--- config.mk ---
export PLATFORM = sky130hd
export DESIGN_NAME = ldst_unit
export DESIGN_NICKNAME = d
export VERILOG_FILES = /design/src/rtl/ldst_pkg.sv /design/src/rtl/ldst_decode.sv /design/src/rtl/ldst_lane.sv /design/src/rtl/ldst_amo_add.sv /design/src/rtl/ldst_unit.sv
export SDC_FILE = /design/constraint.sdc
export NUM_CORES = 1
export LEC_CHECK = 0
export BUFFER_PORTS_ARGS = -buffer_cell sky130_fd_sc_hd__buf_4
export CAP_MARGIN = 15
export CORE_AREA = 2 2 223 225
export CTS_BUF_LIST = sky130_fd_sc_hd__clkbuf_16
export DETAILED_ROUTE_END_ITERATION = 12
export DIE_AREA = 0 0 225 227
export PLACE_DENSITY_LB_ADDON = 0.12
export SLEW_MARGIN = 20
export SYNTH_ARGS = -nofsm -noshare
export SYNTH_HDL_FRONTEND = slang
export SYNTH_SLANG_ARGS = --single-unit
export TNS_END_PERCENT = 1
--- constraint.sdc ---
create_clock -name clk -period 4.3 [get_ports clk]
set_input_delay 0.43 -clock clk [delete_from_list [all_inputs] [get_ports clk]]
set_output_delay 0.43 -clock clk [all_outputs]
set_load 0.1 [all_outputs]
--- src/rtl/ldst_pkg.sv ---
package ldst_pkg;

  localparam int XLEN   = 64;
  localparam int LANES  = XLEN / 8;
  localparam int LANE_W = $clog2(LANES);

  localparam logic [2:0] CLS_LOADX  = 3'd1;
  localparam logic [2:0] CLS_STIMM  = 3'd2;
  localparam logic [2:0] CLS_STREG  = 3'd3;
  localparam logic [2:0] MODE_PLAIN = 3'd3;
  localparam logic [2:0] MODE_LOCK  = 3'd6;
  localparam logic [31:0] LOCK_OP_ADD = 32'h0;

  typedef enum logic [1:0] {SZ_WORD = 2'd0, SZ_HALF = 2'd1, SZ_BYTE = 2'd2, SZ_DWORD = 2'd3} acc_size_e;
  typedef enum logic [1:0] {K_LOAD, K_STORE, K_ATOMIC, K_NONE} acc_kind_e;

  function automatic logic [3:0] size_bytes(acc_size_e s);
    case (s)
      SZ_WORD: return 4'd4;
      SZ_HALF: return 4'd2;
      SZ_BYTE: return 4'd1;
      default: return 4'd8;
    endcase
  endfunction

endpackage

--- src/rtl/ldst_decode.sv ---
module ldst_decode
  import ldst_pkg::*;
#(
  parameter int ADDR_W = 32
) (
  input  logic [7:0]        opcode,
  input  logic [XLEN-1:0]   dst_val,
  input  logic [XLEN-1:0]   src_val,
  input  logic [15:0]       disp,
  input  logic [31:0]       imm,
  output acc_kind_e         kind,
  output acc_size_e         size,
  output logic [ADDR_W-1:0] addr,
  output logic [XLEN-1:0]   store_val,
  output logic              bad
);
  logic [2:0]      cls, mode;
  logic [XLEN-1:0] base, ea_full, disp_ext;
  logic [3:0]      nbytes;
  logic            misaligned;

  assign cls      = opcode[2:0];
  assign mode     = opcode[7:5];
  assign size     = acc_size_e'(opcode[4:3]);
  assign nbytes   = size_bytes(size);
  assign disp_ext = {{(XLEN-16){disp[15]}}, disp};

  always_comb begin
    kind = K_NONE;
    if (mode == MODE_PLAIN && cls == CLS_LOADX) kind = K_LOAD;
    else if (mode == MODE_PLAIN && (cls == CLS_STIMM || cls == CLS_STREG)) kind = K_STORE;
    else if (mode == MODE_LOCK && cls == CLS_STREG && imm == LOCK_OP_ADD &&
             (size == SZ_WORD || size == SZ_DWORD)) kind = K_ATOMIC;
  end

  assign base    = (kind == K_LOAD) ? src_val : dst_val;
  assign ea_full = base + disp_ext;
  assign addr    = ea_full[ADDR_W-1:0];

  assign store_val = (cls == CLS_STIMM) ? {{(XLEN-32){imm[31]}}, imm} : src_val;

  assign misaligned = (({1'b0, addr[LANE_W-1:0]}) & (nbytes - 4'd1)) != 4'd0;
  assign bad        = (kind == K_NONE) || misaligned;
endmodule

--- src/rtl/ldst_lane.sv ---
module ldst_lane
  import ldst_pkg::*;
(
  input  logic [LANE_W-1:0] lane_lo,
  input  acc_size_e         size,
  input  logic [XLEN-1:0]   wval,
  input  logic [XLEN-1:0]   rdata,
  output logic [XLEN-1:0]   wdata,
  output logic [LANES-1:0]  be,
  output logic [XLEN-1:0]   rval
);
  logic [3:0]      nbytes;
  logic [XLEN-1:0] w_shift, r_shift;
  logic [3:0]      hi_lane;

  assign nbytes  = size_bytes(size);
  assign hi_lane = {1'b0, lane_lo} + nbytes;
  assign w_shift = wval << {lane_lo, 3'b000};
  assign r_shift = rdata >> {lane_lo, 3'b000};

  for (genvar i = 0; i < LANES; i++) begin : g_lane
    localparam logic [3:0] IDX = 4'(i);
    assign be[i]           = (IDX >= {1'b0, lane_lo}) && (IDX < hi_lane);
    assign wdata[8*i +: 8] = be[i] ? w_shift[8*i +: 8] : 8'h00;
    assign rval[8*i +: 8]  = (IDX < nbytes) ? r_shift[8*i +: 8] : 8'h00;
  end
endmodule

--- src/rtl/ldst_amo_add.sv ---
module ldst_amo_add
  import ldst_pkg::*;
(
  input  acc_size_e       size,
  input  logic [XLEN-1:0] old_val,
  input  logic [XLEN-1:0] addend,
  output logic [XLEN-1:0] sum
);
  logic [31:0] sum32;
  assign sum32 = old_val[31:0] + addend[31:0];
  assign sum   = (size == SZ_DWORD) ? (old_val + addend) : {{(XLEN-32){1'b0}}, sum32};
endmodule

--- src/rtl/ldst_unit.sv ---
module ldst_unit
  import ldst_pkg::*;
#(
  parameter int ADDR_W = 32
) (
  input  logic              clk,
  input  logic              rst_n,
  input  logic              in_valid,
  output logic              in_ready,
  input  logic [7:0]        in_opcode,
  input  logic [63:0]       in_dst,
  input  logic [63:0]       in_src,
  input  logic [15:0]       in_disp,
  input  logic [31:0]       in_imm,
  output logic              out_valid,
  input  logic              out_ready,
  output logic [63:0]       out_data,
  output logic              out_illegal,
  output logic              mem_req,
  input  logic              mem_gnt,
  output logic              mem_we,
  output logic              mem_lock,
  output logic [ADDR_W-1:0] mem_addr,
  output logic [7:0]        mem_be,
  output logic [63:0]       mem_wdata,
  input  logic              mem_rvalid,
  input  logic [63:0]       mem_rdata
);
  typedef enum logic [2:0] {S_IDLE, S_ISSUE, S_RWAIT, S_AMO_WR, S_RESP} state_e;

  state_e            st;
  acc_kind_e         d_kind, r_kind;
  acc_size_e         d_size, r_size;
  logic [ADDR_W-1:0] d_addr, r_addr;
  logic [XLEN-1:0]   d_wval, r_wval, r_old, r_data;
  logic              d_bad, r_illegal;
  logic [XLEN-1:0]   lane_wval, lane_rval, amo_sum;

  ldst_decode #(.ADDR_W(ADDR_W)) u_dec (
    .opcode(in_opcode), .dst_val(in_dst), .src_val(in_src), .disp(in_disp), .imm(in_imm),
    .kind(d_kind), .size(d_size), .addr(d_addr), .store_val(d_wval), .bad(d_bad)
  );

  ldst_amo_add u_add (.size(r_size), .old_val(r_old), .addend(r_wval), .sum(amo_sum));

  assign lane_wval = (st == S_AMO_WR) ? amo_sum : r_wval;

  ldst_lane u_lane (
    .lane_lo(r_addr[LANE_W-1:0]), .size(r_size), .wval(lane_wval), .rdata(mem_rdata),
    .wdata(mem_wdata), .be(mem_be), .rval(lane_rval)
  );

  always_ff @(posedge clk) begin
    if (!rst_n) begin
      st        <= S_IDLE;
      r_kind    <= K_NONE;
      r_size    <= SZ_WORD;
      r_addr    <= '0;
      r_wval    <= '0;
      r_old     <= '0;
      r_data    <= '0;
      r_illegal <= 1'b0;
    end else begin
      case (st)
        S_IDLE: if (in_valid) begin
          r_kind    <= d_kind;
          r_size    <= d_size;
          r_addr    <= d_addr;
          r_wval    <= d_wval;
          r_data    <= '0;
          r_illegal <= d_bad;
          st        <= d_bad ? S_RESP : S_ISSUE;
        end
        S_ISSUE: if (mem_gnt) st <= (r_kind == K_STORE) ? S_RESP : S_RWAIT;
        S_RWAIT: if (mem_rvalid) begin
          if (r_kind == K_ATOMIC) begin
            r_old <= lane_rval;
            st    <= S_AMO_WR;
          end else begin
            r_data <= lane_rval;
            st     <= S_RESP;
          end
        end
        S_AMO_WR: if (mem_gnt) st <= S_RESP;
        S_RESP:   if (out_ready) st <= S_IDLE;
        default:  st <= S_IDLE;
      endcase
    end
  end

  assign in_ready    = (st == S_IDLE);
  assign out_valid   = (st == S_RESP);
  assign out_data    = r_data;
  assign out_illegal = r_illegal;
  assign mem_req     = (st == S_ISSUE) || (st == S_AMO_WR);
  assign mem_we      = (st == S_AMO_WR) || (st == S_ISSUE && r_kind == K_STORE);
  assign mem_lock    = (r_kind == K_ATOMIC) && (st == S_ISSUE || st == S_RWAIT || st == S_AMO_WR);
  assign mem_addr    = r_addr;

  a_r10_req_hold: assert property (@(posedge clk) disable iff (!rst_n)
    mem_req && !mem_gnt |=> mem_req && $stable(mem_addr) && $stable(mem_we) &&
                            $stable(mem_be) && $stable(mem_wdata));

  a_r9_out_hold: assert property (@(posedge clk) disable iff (!rst_n)
    out_valid && !out_ready |=> out_valid && $stable(out_data) && $stable(out_illegal));

  a_r9_ready_idle: assert property (@(posedge clk) disable iff (!rst_n)
    in_ready |-> !out_valid && !mem_req && !mem_lock);

  a_r7_lock_span: assert property (@(posedge clk) disable iff (!rst_n)
    mem_req && mem_gnt && mem_lock && !mem_we |=> mem_lock);

  a_r7_lock_write: assert property (@(posedge clk) disable iff (!rst_n)
    $fell(mem_lock) |-> $past(mem_req && mem_gnt && mem_we));

  a_r4_strobe_width: assert property (@(posedge clk) disable iff (!rst_n)
    mem_req |-> ($countones(mem_be) == 1 || $countones(mem_be) == 2 ||
                 $countones(mem_be) == 4 || $countones(mem_be) == 8));

  a_r2_illegal_silent: assert property (@(posedge clk) disable iff (!rst_n)
    out_valid && out_illegal |-> !mem_req && !mem_lock && out_data == 64'd0);
endmodule

==> impl_metrics.csv <==
group,metric,value,unit
yosys,ys_seq_area_share,24.02,%
yosys,synth_area_leaders,"dfxtp_1, nand2_1, ha_1",
routing,drc,0,
place,pre_cts_ws,-349.0,ps
yosys,ys_seq_elements,232,
final_layout,drive_gt1_share,32.57,%
routing,vias_per_cell,6.044,
setup_path,worst_setup_path_start_kind,"flop",
setup_path,critPathMaxStageDelay,460,ps
floorplan,dieArea,51080,µm²
run_status,outcome,"finished, violations left",
floorplan,die_h,227,µm
floorplan,start_util,39.83,%
routing,met2_length,41810,µm
routing,wl,95940,µm
yosys,syn_area,19330,µm²
yosys,syn_inst,2590,
sta,fmax,0.2048,GHz
sta,whs,53.38,ps
sta,fin_ws,-582.9,ps
setup_path,crit_top_cell,"buf_6",
routing,routed-wl-met3,8238,µm
min_path,min_to,"r_wval[44]",
setup_path,r2r_end,"out_data[10]",
yosys,synth_edf_count,0,
setup_path,rr_startpoint,"mem_addr[1]",
floorplan,die_w,225,µm
routing,vias,22970,
floorplan,rows,81,
yosys,synth_cell_types,99,
setup_path,cp_top_family,"compound AO/OA/AOI/OAI gates",
setup_path,worst_ep_arrival_time,4450,ps
yosys,yosys.area.top_type,"dfxtp_1",
setup_path,criticalPathCategory,"reg -> out",
global_routing,grt_pass1_vias,21490,
clocking,ctsHoldBuffers,0,
setup_path,critPathMaxFanout,5,
routing,highest-signal-layer,"met5",
yosys,synth_top_area_share,24.02,%
pwr,p_total,0.008703,W
floorplan,core_area,48550,µm²
sta,clock_skew,30.96,ps
setup_path,crit_chain,"ha_4, buf_6, nand4_1, nor3_4, nand2_2, a2111oi_4, o211ai_2, or3_4, a2111o_1, buf_6, a21oi_4, xor2_1, a221oi_2, o41ai_4, buf_6",
setup_path,required,3870,ps
min_path,hold_path_class,"in -> reg",
global_routing,grt_usage,36.19,%
clocking,clk_pin_slew,60,ps
run_status,violations,"setup timing",
pwr,p_leak,12.04,nW
floorplan,ioPinCount,428,
setup_path,rr_worst_depth,9,
global_routing,grt_first_pass_wirelength,139100,µm
sta,max_slew.worst_pin.slew,1176,ps
yosys,synthFlopType,"dfxtp_1",
clocking,root_buffer,"clkbuf_16",
pwr,powerDensity,318.6,nW/µm²
setup_path,worst_setup_path_end_kind,"output pin",
setup_path,cpMaxStageDelayCell,"a2111o_1",
final_layout,diodes,0,
sta,min_period,4883,ps
yosys,syn-mean-instance-area,7.465,µm²
routing,wl_met1,42130,µm
min_path,hold_path_startpoint,"in_src[44]",
routing,firstDrtPassIters,6,
clocking,clock_latency,620,ps
clocking,cts_tree,"done",
sta,hold_violations,0,
sta,rsz0062_at_grt,"true",
routing,postRouteAntennaNets,0,
global_routing,grt_max_degree,99,
place,gp_congestion,1.074,
place,dp_hpwl,75400,µm
global_routing,antenna_found_initial,5,
clocking,numCtsBuffers,29,
clocking,h-tree-depth,1,
setup_path,reg2reg_slack,870,ps
place,port_buffers,395,
sta,setup_violations,42,
setup_path,crit_buf_inv,3,
sta,min_period_over_period,113.6,%
pwr,peakVddDrop,334.6,µV
final_layout,nets,3517,
yosys,yosys_warnings,0,
final_layout,syn_to_final_growth,41.25,%
clocking,clock_path_buffers,3,
sta,final-max-slew-violation-count,0,
routing,drtIter0Drc,2652,
sta,max_slew_margin,21.33,%
sta,fin_setup_tns,-13410,ps
yosys,syn_nets,2951,
routing,routedWlPerCell,25.25,µm
clocking,cts_sinks,232,
yosys,async_reset_ff_share,0,%
setup_path,cp.depth,15,
min_path,hold_path_depth,3,
run,cap_violations,0,
global_routing,overflow,0,
## how the worst max path moves through the flow
stage	startpoint	end	slack [ps]
after floorplan	mem_addr[0]	mem_wdata[46]	-460
after detailed placement	r_old[20]	mem_wdata[47]	-350
after CTS	r_old[21]	mem_wdata[58]	-510
after global routing	r_wval[21]	mem_wdata[58]	-750
after global placement	r_old[20]	mem_wdata[47]	-360
final	r_wval[21]	mem_wdata[58]	-580
## cells by family (layout without fill, tap and decap cells)
group,count (synthesis),count (layout),share of synthesized area [%]
compound gates,858,858,29.73
flops,232,232,24.02
mux,144,144,8.426
fa+ha+maj,107,107,7.041
simple gates,950,950,23.21
xor+xnor,59,59,2.673
buf+inv,240,828,4.905
## flip-flops by register name, indices dropped and copies added (netlist names)
signal	flops
out_illegal	1
out_data	64
r_old	64
r_wval	64
r_kind	2
st	3
mem_addr	32
r_size	2
## through the flow
step / utilization [%] / area (µm²) / std cells
2_1_floorplan: - / 19470 / 2590
3_3_place_gp: 51.46 / 24980 / 3732
3_5_place_dp: 51.46 / 24980 / 3732
4_1_cts: 55.35 / 26870 / 3794
5_1_grt: 56.26 / 27310 / 3800
6_report: 56.26 / 27310 / 3800
## timing repair
| action | in CTS | in global routing |
|---|---|---|
| gates resized for setup | 202 | 86 |
| setup endpoints to repair | 49 | 61 |
| pin swaps | 55 | 28 |
| buffers inserted | 9 | 9 |
## report_power, final
part	internal [W]	switching (W)
Clock	0.00142	0.00111
Sequential	0.00224	0.000104
Combinational	0.00124	0.00259
Total	0.00490	0.00380
## worst register-to-register path, stage by stage (launching register included)
cell and delay (ps):
dfxtp_4 380, buf_4 350, nor2_1 1050, buf_4 350, nand2_1 80, o21ai_0 330, a21oi_1 210, nor2_1 360
a22oi_1 120, nor2b_1 130
## area by class of cell
cell class	instances	area, µm²
clock buffers	29	725.7
clock inverters	24	221.5
fillers	4597	21230
inverters	50	201.4
multi-input cells	2118	14740
flip-flops and latches	232	4672
well taps	622	778.2
repair buffers	725	5968
## synthesized netlist by cell type, drive strengths merged (10+ instances only)
cell type / n
nand2: 353
dfxtp: 232
a21oi: 215
nor2: 201
o21ai: 181
clkbuf: 150
ha: 104
nor2b: 99
a22oi: 86
nand3: 86
mux2i: 75
a21o: 63
mux2: 60
inv: 49
a21boi: 46
and2: 45
buf: 40
nor3: 36
o211a: 36
a211oi: 35
nand4: 34
xor2: 31
o21a: 30
xnor2: 28
and3: 22
a31oi: 20
o211ai: 19
o21bai: 16
or3: 15
nor4: 13
nand2b: 11
o31ai: 11
or2: 10
## layer usage
layer	vias to the layer above	GRT usage, %
met2	1149	56.16
met3	188	5.885
met5	-	0
li1	10560	-
met4	6	11.58
met1	11060	51.15
## cells in the final DEF (no fill, tap or decap), types with 23 or more instances in the layout
| master | netlist | final |
|---|---|---|
| and2_1 | 44 | 42 |
| dfxtp_1 | 232 | 214 |
| buf_4 | 9 | 661 |
| buf_12 | 0 | 30 |
| o21a_1 | 30 | 27 |
| a22oi_1 | 86 | 86 |
| buf_6 | 0 | 28 |
| nand2_1 | 353 | 347 |
| nor2b_1 | 99 | 98 |
| a21o_1 | 61 | 61 |
| a21boi_0 | 45 | 45 |
| inv_1 | 47 | 49 |
| xnor2_1 | 28 | 27 |
| ha_1 | 104 | 86 |
| clkbuf_16 | 0 | 29 |
| o21ai_0 | 169 | 144 |
| mux2i_1 | 75 | 72 |
| o21ai_1 | 10 | 23 |
| nand3_1 | 86 | 81 |
| nand4_1 | 34 | 34 |
| xor2_1 | 31 | 28 |
| mux2_2 | 59 | 54 |
| nor2_1 | 201 | 195 |
| a21oi_1 | 215 | 190 |
| nor3_1 | 34 | 34 |
| o211a_1 | 36 | 36 |
Power figures use the tool's default switching activity.
